## src/rtl/fence_ord_pkg.sv

```systemverilog
package fence_ord_pkg;

    typedef enum logic [1:0] {
        KIND_FULL = 2'b00,
        KIND_ACQ  = 2'b01,
        KIND_REL  = 2'b10,
        KIND_RSVD = 2'b11
    } fence_kind_e;

    typedef enum logic [1:0] {
        ST_IDLE,
        ST_DRAIN_ALL,
        ST_HOLD_ACQ,
        ST_DRAIN_OLD
    } seq_state_e;

    localparam int NUM_EPOCH = 2;

endpackage

```

## src/rtl/fence_op_counter.sv

```systemverilog
module fence_op_counter #(
    parameter int CNT_W = 4
) (
    input  logic             clk,
    input  logic             rst_n,
    input  logic             inc,
    input  logic             dec,
    output logic [CNT_W-1:0] cnt,
    output logic             underflow
);
    localparam logic [CNT_W-1:0] CNT_MAX  = {CNT_W{1'b1}};
    localparam logic [CNT_W-1:0] CNT_ZERO = '0;

    logic [CNT_W-1:0] cnt_q;
    logic [CNT_W-1:0] cnt_d;

    always_comb begin
        cnt_d = cnt_q;
        unique case ({inc, dec})
            2'b10: if (cnt_q != CNT_MAX)  cnt_d = cnt_q + 1'b1;
            2'b01: if (cnt_q != CNT_ZERO) cnt_d = cnt_q - 1'b1;
            default: cnt_d = cnt_q;
        endcase
    end

    always_ff @(posedge clk) begin
        if (!rst_n) cnt_q <= CNT_ZERO;
        else        cnt_q <= cnt_d;
    end

    assign cnt       = cnt_q;
    assign underflow = dec && !inc && (cnt_q == CNT_ZERO);

    // issue and completion together leave the count where it was
    a_r2_pair_keeps: assert property (@(posedge clk) disable iff (!rst_n)
        (inc && dec) |=> (cnt == $past(cnt)));

    // completion against an empty counter keeps it at zero
    a_r8_floor: assert property (@(posedge clk) disable iff (!rst_n)
        (dec && !inc && cnt == CNT_ZERO) |=> (cnt == CNT_ZERO));

    // issue against a full counter keeps it at the ceiling
    a_r9_ceiling: assert property (@(posedge clk) disable iff (!rst_n)
        (inc && !dec && cnt == CNT_MAX) |=> (cnt == CNT_MAX));

endmodule

```

## src/rtl/fence_seq_fsm.sv

```systemverilog
module fence_seq_fsm
    import fence_ord_pkg::*;
(
    input  logic       clk,
    input  logic       rst_n,
    input  logic       fence_req,
    input  logic [1:0] fence_kind,
    input  logic       sync_ack,
    input  logic       all_zero,
    input  logic       old_zero,
    output logic       issue_en,
    output logic       fence_ready,
    output logic       fence_done,
    output logic       rel_accept
);
    seq_state_e  state_q;
    seq_state_e  state_d;
    fence_kind_e kind;

    assign kind = fence_kind_e'(fence_kind);

    // next-state selection
    always_comb begin
        state_d = state_q;
        unique case (state_q)
            ST_IDLE: begin
                if (fence_req) begin
                    unique case (kind)
                        KIND_ACQ:  state_d = ST_HOLD_ACQ;
                        KIND_REL:  state_d = ST_DRAIN_OLD;
                        KIND_FULL,
                        KIND_RSVD: state_d = ST_DRAIN_ALL;
                    endcase
                end
            end
            ST_DRAIN_ALL: if (all_zero) state_d = ST_IDLE;
            ST_HOLD_ACQ:  if (sync_ack) state_d = ST_IDLE;
            ST_DRAIN_OLD: if (old_zero) state_d = ST_IDLE;
        endcase
    end

    // state register
    always_ff @(posedge clk) begin
        if (!rst_n) state_q <= ST_IDLE;
        else        state_q <= state_d;
    end

    // outputs
    always_comb begin
        issue_en    = 1'b1;
        fence_ready = 1'b0;
        fence_done  = 1'b0;
        rel_accept  = 1'b0;
        unique case (state_q)
            ST_IDLE: begin
                fence_ready = 1'b1;
                rel_accept  = fence_req && (kind == KIND_REL);
            end
            ST_DRAIN_ALL: begin
                issue_en   = 1'b0;
                fence_done = all_zero;
            end
            ST_HOLD_ACQ: begin
                issue_en   = 1'b0;
                fence_done = sync_ack;
            end
            ST_DRAIN_OLD: begin
                fence_done = old_zero;
            end
        endcase
    end

    // the retirement pulse is a single cycle
    a_r11_single_pulse: assert property (@(posedge clk) disable iff (!rst_n)
        fence_done |=> !fence_done);

    // after retiring, a new fence may be presented
    a_r11_ready_after: assert property (@(posedge clk) disable iff (!rst_n)
        fence_done |=> fence_ready);

    // a request while busy does not change the pending fence
    a_r5_busy_hold: assert property (@(posedge clk) disable iff (!rst_n)
        (!fence_ready && !fence_done) |=> !fence_ready);

endmodule

```

## src/rtl/fence_order_unit.sv

```systemverilog
module fence_order_unit
    import fence_ord_pkg::*;
#(
    parameter int CNT_W = 4
) (
    input  logic             clk,
    input  logic             rst_n,
    input  logic             op_issue,
    output logic             issue_en,
    output logic             issue_tag,
    input  logic             op_cpl,
    input  logic             cpl_tag,
    input  logic             fence_req,
    input  logic [1:0]       fence_kind,
    input  logic             sync_ack,
    output logic             fence_ready,
    output logic             fence_done,
    output logic             err_underflow,
    output logic [CNT_W:0]   outstanding
);
    localparam logic [CNT_W-1:0] CNT_ZERO = '0;

    logic                 epoch_q;
    logic                 rel_accept;
    logic                 all_zero;
    logic                 old_zero;
    logic                 err_q;
    logic [NUM_EPOCH-1:0] inc_v;
    logic [NUM_EPOCH-1:0] dec_v;
    logic [NUM_EPOCH-1:0] uf_v;
    logic [CNT_W-1:0]     cnt_v [NUM_EPOCH];

    always_comb begin
        for (int e = 0; e < NUM_EPOCH; e++) begin
            inc_v[e] = op_issue && issue_en && (epoch_q == e[0]);
            dec_v[e] = op_cpl && (cpl_tag == e[0]);
        end
    end

    for (genvar g = 0; g < NUM_EPOCH; g++) begin : g_epoch
        fence_op_counter #(.CNT_W(CNT_W)) u_cnt (
            .clk       (clk),
            .rst_n     (rst_n),
            .inc       (inc_v[g]),
            .dec       (dec_v[g]),
            .cnt       (cnt_v[g]),
            .underflow (uf_v[g])
        );
    end

    assign all_zero = (cnt_v[0] == CNT_ZERO) && (cnt_v[1] == CNT_ZERO);
    assign old_zero = (cnt_v[~epoch_q] == CNT_ZERO);

    always_ff @(posedge clk) begin
        if (!rst_n) begin
            epoch_q <= 1'b0;
            err_q   <= 1'b0;
        end else begin
            if (rel_accept) epoch_q <= ~epoch_q;
            if (|uf_v)      err_q   <= 1'b1;
        end
    end

    fence_seq_fsm u_seq (
        .clk         (clk),
        .rst_n       (rst_n),
        .fence_req   (fence_req),
        .fence_kind  (fence_kind),
        .sync_ack    (sync_ack),
        .all_zero    (all_zero),
        .old_zero    (old_zero),
        .issue_en    (issue_en),
        .fence_ready (fence_ready),
        .fence_done  (fence_done),
        .rel_accept  (rel_accept)
    );

    assign issue_tag     = epoch_q;
    assign err_underflow = err_q;
    assign outstanding   = {1'b0, cnt_v[0]} + {1'b0, cnt_v[1]};

    // a blocked issue with no completion leaves the count alone
    a_r4_blocked_issue: assert property (@(posedge clk) disable iff (!rst_n)
        (op_issue && !issue_en && !op_cpl) |=> (outstanding == $past(outstanding)));

    // the underflow flag is sticky
    a_r8_sticky: assert property (@(posedge clk) disable iff (!rst_n)
        err_underflow |=> err_underflow);

    // the epoch tag flips only when a release is taken
    a_r7_tag_flip: assert property (@(posedge clk) disable iff (!rst_n)
        (!fence_ready || !fence_req) |=> $stable(issue_tag));

    // a full fence cannot retire with anything outstanding
    a_r3_full_zero: assert property (@(posedge clk) disable iff (!rst_n)
        (fence_done && !issue_en && !sync_ack) |-> (outstanding == '0));

endmodule

```

## config.mk

```make
export PLATFORM = sky130hd
export DESIGN_NAME = fence_order_unit
export DESIGN_NICKNAME = d
export VERILOG_FILES = /design/src/rtl/fence_ord_pkg.sv /design/src/rtl/fence_op_counter.sv /design/src/rtl/fence_seq_fsm.sv /design/src/rtl/fence_order_unit.sv
export SDC_FILE = /design/constraint.sdc
export NUM_CORES = 1
export LEC_CHECK = 0
export ABC_CLOCK_PERIOD_IN_PS = 2000
export BUFFER_PORTS_ARGS = -buffer_cell sky130_fd_sc_hd__buf_4
export CAP_MARGIN = 15
export CORE_MARGIN = 1.5
export CORE_UTILIZATION = 40
export CTS_CLUSTER_SIZE = 14
export DETAILED_ROUTE_END_ITERATION = 10
export PLACE_DENSITY_LB_ADDON = 0.3
export REMOVE_ABC_BUFFERS = 1
export SLEW_MARGIN = 10
export SYNTH_ARGS = -nofsm -noshare
export SYNTH_HDL_FRONTEND = slang
export SYNTH_HIERARCHICAL = 1
export SYNTH_SLANG_ARGS = --single-unit
```

## constraint.sdc

```tcl
create_clock -name clk -period 2 [get_ports clk]
set_input_delay 0.1 -clock clk [delete_from_list [all_inputs] [get_ports clk]]
set_output_delay 0.1 -clock clk [all_outputs]
set_load 0.01 [all_outputs]
```

==> results.yml, run 1 <==
run_status:
  status: "complete, no violations"
final_layout:
  final_area_um2: 1350
  regArea_um2: 243
  final_cell_mix: "buf_4 (30), ha_1 (11), dfxtp_1 (10), inv_1 (9), nor2_1 (8)"
  nNetsFinal: 179
  utilization_pct: 55.1
  drive_above_1_share_pct: 29.9
  antennaDiodeCount: 0
  final_common_cell: "buf_4"
  multi_input_area_um2: 777
  nFillCells: 246
  syn2layout_area_growth_pct: 30.5
worst_setup_path:
  critical_path_class: "register to register"
  end_kind: "register"
  crit_arrival_ns: 2.08
  cp.required_ns: 2.15
  cp_cell_sequence: "inv_1 -> ha_4 -> inv_2 -> and3_1 -> nand2b_1 -> xnor2_1 -> ha_1 -> nor3_1 -> a22oi_1 -> mux2i_1"
  start_kind: "register"
  crit_buf_inv: 2
  critical_path.top_delay_family: "simple AND/OR/NAND/NOR gates"
  path_max_fanout: 4
  crit_slowest_cell: "dfxtp_2"
  cp_slowest_stage_delay_ns: 0.36
clock_tree:
  tritoncts: "yes"
  hold_buffers: 0
  clk_pin_slew_worst_paths_ns: 0.08
  numCtsBuffers: 3
  htree_num_levels: 1
  clock_sinks: 12
  cts_root_buf: "clkbuf_4"
  clock_latency_ns: 0.27
  clockBufferDepth: 2
timing:
  slew_headroom_pct: 77.6
  setup_violations: 0
  drv_slew: 0
  max_freq_ghz: 0.520
  final_hold_viol_count: 0
  finalCriticalPeriod_ns: 1.92
  hold_ws_ns: 0.177
  finClkSkew_ns: 0.00120
  finalCritPeriodShare_pct: 96.2
  worstMarginPinSlew_ns: 0.336
  rsz0062_at_grt: "true"
yosys:
  synth_top_cell_by_area: "dfxtp_1"
  synth_seq_cells: 12
  ys_types: 32
  avgSynthCellArea_um2: 8.50
  netlist_instances: 122
  syn-cell-area_um2: 1040
  ys_top_cells_by_area: "dfxtp_1 (23%), ha_1 (16%), mux2i_1 (4.8%), nand2b_1 (4.2%), inv_1 (3.6%)"
  synthDominantCellAreaShare_pct: 23.2
  yosys_warnings: 6
  ys_seq_area_share_pct: 23.2
grt:
  antenna_found_initial: 0
  overflow: 0
  grt_pass1_vias: 965
  grt_max_degree: 19
  grt_pass1_wl_um: 3950
  grt_usage_pct: 19.0
detailed_routing:
  via_per_inst: 5.32
  routed_wl_um: 2390
  initialDrtViolationCount: 11
  drc_errors: 0
  via_count: 979
  drt_pass1_iterations: 4
  wl_per_cell_um: 13.0
  ant_nets: 0
die:
  design.die.area_um2: 2910
  core_area_um2: 2450
  fp.dieH_um: 53.9
  die_width_um: 53.9
  rows: 18
  io_pins: 19
  start_util_pct: 42.3
placement:
  place_area_um2: 1270
  gp_congestion: 0.819
  dp_hpwl_um: 1790
  io_buffers: 18
flow_run:
  maxCapViolCount: 0
pwr:
  peakVddDrop_v: 0.000690
  power_density_nw_per_um2: 1000
  power.leakage_uw: 0.000657
worst_hold_path:
  min_path_type: "primary input to register"
==> final timing paths <==
path | slack [ns] | startpoint | to | cells past startpoint
max | 0.08 | u_seq/state_q[1]$_SDFFE_PN0P_ | g_epoch[1].u_cnt/cnt[2]$_SDFFE_PN0P_ | 10
min | 0.18 | rst_n | err_underflow$_SDFFE_PN0P_ | 2
max reg2reg | 0.08 | u_seq/state_q[1]$_SDFFE_PN0P_ | g_epoch[1].u_cnt/cnt[2]$_SDFFE_PN0P_ | 10
min reg2reg | 0.49 | u_seq/state_q[1]$_SDFFE_PN0P_ | u_seq/state_q[1]$_SDFFE_PN0P_ | 2
==> Yosys cell counts <==
cell and count:
a31oi_1 2, nor3_1 4, a21o_1 1, nor4_1 2, a22oi_1 2, and4_1 2
nor2b_1 4, a222oi_1 1, xor2_1 3, a2111oi_4 1, o22ai_1 2, a21oi_1 3
mux2i_1 5, and2_1 4, or4_4 1, o31a_1 1, buf_6 2, nand3b_1 2
ha_1 13, dfxtp_1 12, or3_1 4, nand2b_1 7, nand3_1 4, nor2b_4 1
and3_1 2, nand2_1 7, o21ai_0 5, xnor2_1 4, or4_1 1, inv_1 10
nor2_1 9, fa_1 1
==> sequential cells by signal, indices dropped and copies added, names as in the netlist <==
name	count
err_underflow	1
g_epoch.u_cnt/cnt	8
issue_tag	1
u_seq/state_q	2
==> layer usage <==
metal,routed length [um],GRT usage (%)
met1,1020,20.0
met2,1250,35.4
met3,116,4.44
met4,10,8.12
met5,0,0
==> cell type report <==
| type | count | share of cell area (%) |
|---|---|---|
| Sequential cell | 12 | 17.9 |
| Clock buffer | 3 | 1.66 |
| Multi-Input combinational cell | 98 | 57.4 |
| Inverter | 10 | 2.77 |
| Timing Repair Buffer | 31 | 17.5 |
| Tap cell | 30 | 2.77 |
==> through the flow <==
step | setup WS (ns) | total power [uW] | setup TNS [ns] | cells
2_1_floorplan | 0.0338 | 824 | 0 | 120
4_1_cts | 0.0217 | 1250 | 0 | 182
5_1_grt | -0.0148 | 1480 | -0.0262 | 184
3_3_place_gp | 0.0876 | 1090 | 0 | 179
6_report | 0.0757 | 1360 | 0 | 184
3_5_place_dp | 0.0472 | 1090 | 0 | 179
==> repair_timing <==
item                       CTS  global route
setup endpoints to repair    0             6
hold endpoints to repair     0             0
gates resized for setup      0            11
setup buffers                0             2
==> power breakdown <==
group          internal, uW  switching, uW  leakage, uW
Sequential              292           41.5    0.0000985
Combinational           450            426     0.000545
Clock                  69.5           79.1    0.0000138
==> kinds of logic after synthesis <==
logic type | count (synthesis) | share of synthesized area (%)
muxes | 5 | 4.83
xor gates and xnor gates | 7 | 5.91
DFF | 12 | 23.2
buffers and inverters | 12 | 5.79
AOI/OAI and AO/OA | 18 | 12.9
adders and majority gates | 14 | 17.6
and+or+nand+nor | 54 | 29.8
No activity file was read; power rests on OpenSTA's default activity.
==> run 2, diff against run 1 <==
Settings changed: CELL_PAD_IN_SITES_DETAIL_PLACEMENT set to 0, CELL_PAD_IN_SITES_GLOBAL_PLACEMENT set to 1, CORE_UTILIZATION 40 to 36.
==> results.yml, run 2 (synthesis results as in run 1) <==
pwr:
  power.leakage_uw: 0.000666
  power_density_nw_per_um2: 1020
  fin_total_pwr_uw: 1410
  peakVddDrop_v: 0.000835
final_layout:
  nNetsFinal: 179
  utilization_pct: 50.5
  largest_reg_flops: 8
  syn2layout_area_growth_pct: 33.1
  final_common_cell: "buf_4"
  instances_no_fill: 186
  antennaDiodeCount: 0
  final_cell_mix: "buf_4 (30), ha_1 (10), dfxtp_1 (10), inv_1 (8), nor2_1 (8)"
  drive_above_1_share_pct: 32.9
worst_setup_path:
  start_kind: "register"
  critical_path_class: "register to output port"
  path_max_fanout: 2
  end_kind: "output port"
  cp.required_ns: 1.90
  crit_arrival_ns: 1.83
  rrSetupSlack_ns: 0.09
run_status:
  status: "complete, no violations"
timing:
  drv_slew: 0
  max_freq_ghz: 0.519
  final_hold_viol_count: 0
  worstMarginPinSlew_ns: 0.340
  hold_ws_ns: 0.148
  final.setup.tns_ns: 0
  setup_violations: 0
  finalCriticalPeriod_ns: 1.93
  finalCritPeriodShare_pct: 96.4
  slew_headroom_pct: 77.3
  finClkSkew_ns: 0.00722
clock_tree:
  clk_pin_slew_worst_paths_ns: 0.09
  clockBufferDepth: 2
  numCtsBuffers: 3
  clock_latency_ns: 0.28
  clock_sinks: 12
  htree_num_levels: 1
  cts_root_buf: "clkbuf_4"
  tritoncts: "yes"
detailed_routing:
  drt_pass1_iterations: 4
  wl_per_cell_um: 13.0
  via_per_inst: 5.27
  ant_nets: 0
  via_count: 980
  routed_wl_um: 2420
  drc_errors: 0
  initialDrtViolationCount: 19
die:
  die_width_um: 56.7
  io_pins: 19
  core_area_um2: 2730
  start_util_pct: 37.9
  fp.dieH_um: 56.7
  rows: 19
  design.die.area_um2: 3210
grt:
  overflow: 0
  grt_usage_pct: 16.5
  grt_pass1_vias: 926
  grt_pass1_wl_um: 4160
  antenna_found_initial: 0
  grt_max_degree: 19
placement:
  io_buffers: 18
  dp_hpwl_um: 1870
  place_inst: 181
  gp_congestion: 0.774
flow_run:
  maxCapViolCount: 0
worst_hold_path:
  min_path_type: "primary input to register"
run 2: cell types whose count changed in the layout (fill, tap and decap cells not counted), sizes merged:
cell    before  now
clkbuf       3    4
run 2: area by class of cell:
class	instances	area, um^2
sequential	12	243
multi-input combinational	98	788
inverter	10	37.5
tap	31	38.8
clock buffer	4	36.3
timing repair buffer	31	236
fill	262	1350
run 2: through the flow:
stage | worst slack (ns) | area (um^2)
after CTS | 0.0215 | 1320
final | 0.0730 | 1380
after global routing | -0.000222 | 1380
after global placement | 0.0705 | 1280
after detailed placement | 0.0170 | 1280
after floorplan | 0.0338 | 1010
run 2: per-layer routing:
metal  global-route usage, %  up-vias  part of all wire, %  routed length, um
met3                    3.46        2                  6.4                156
met4                    4.42        0                 0.54                 13
li1                        -      496                    -                  -
met1                    21.3      446                   45               1080
met2                    27.7       36                   48               1160
met5                       0        -                    0                  0
run 2: path summary, 6_finish.rpt:
check	from	endpoint	cells past startpoint
setup / recovery	g_epoch[1].u_cnt/cnt[1]$_SDFFE_PN0P_	fence_done	5
hold / removal	rst_n	err_underflow$_SDFFE_PN0P_	2
setup reg to reg	g_epoch[1].u_cnt/cnt[1]$_SDFFE_PN0P_	u_seq/state_q[0]$_SDFFE_PN0P_	5
hold reg to reg	err_underflow$_SDFFE_PN0P_	err_underflow$_SDFFE_PN0P_	1
run 2: timing repair:
| item | CTS | global route |
|---|---|---|
| pin swaps | 0 | 5 |
| gates resized for setup | 1 | 13 |
| setup buffers | 0 | 1 |
| hold buffers | 0 | 0 |
| gates cloned | 0 | 0 |
| setup endpoints to repair | 1 | 5 |
run 2: power by group:
part / switching, uW / leakage (uW) / internal, uW
registers: 32.8 / 0.0000985 / 292
logic: 434 / 0.000547 / 446
clock network: 91.4 / 0.0000210 / 111
total: 558 / 0.000666 / 848
run 2: critical path, stage by stage, from the launching register on:
cell and delay (ns):
dfxtp_1 0.32, or4_1 0.57, mux2i_2 0.26, a222oi_1 0.15, nor2_1 0.12, buf_4 0.13
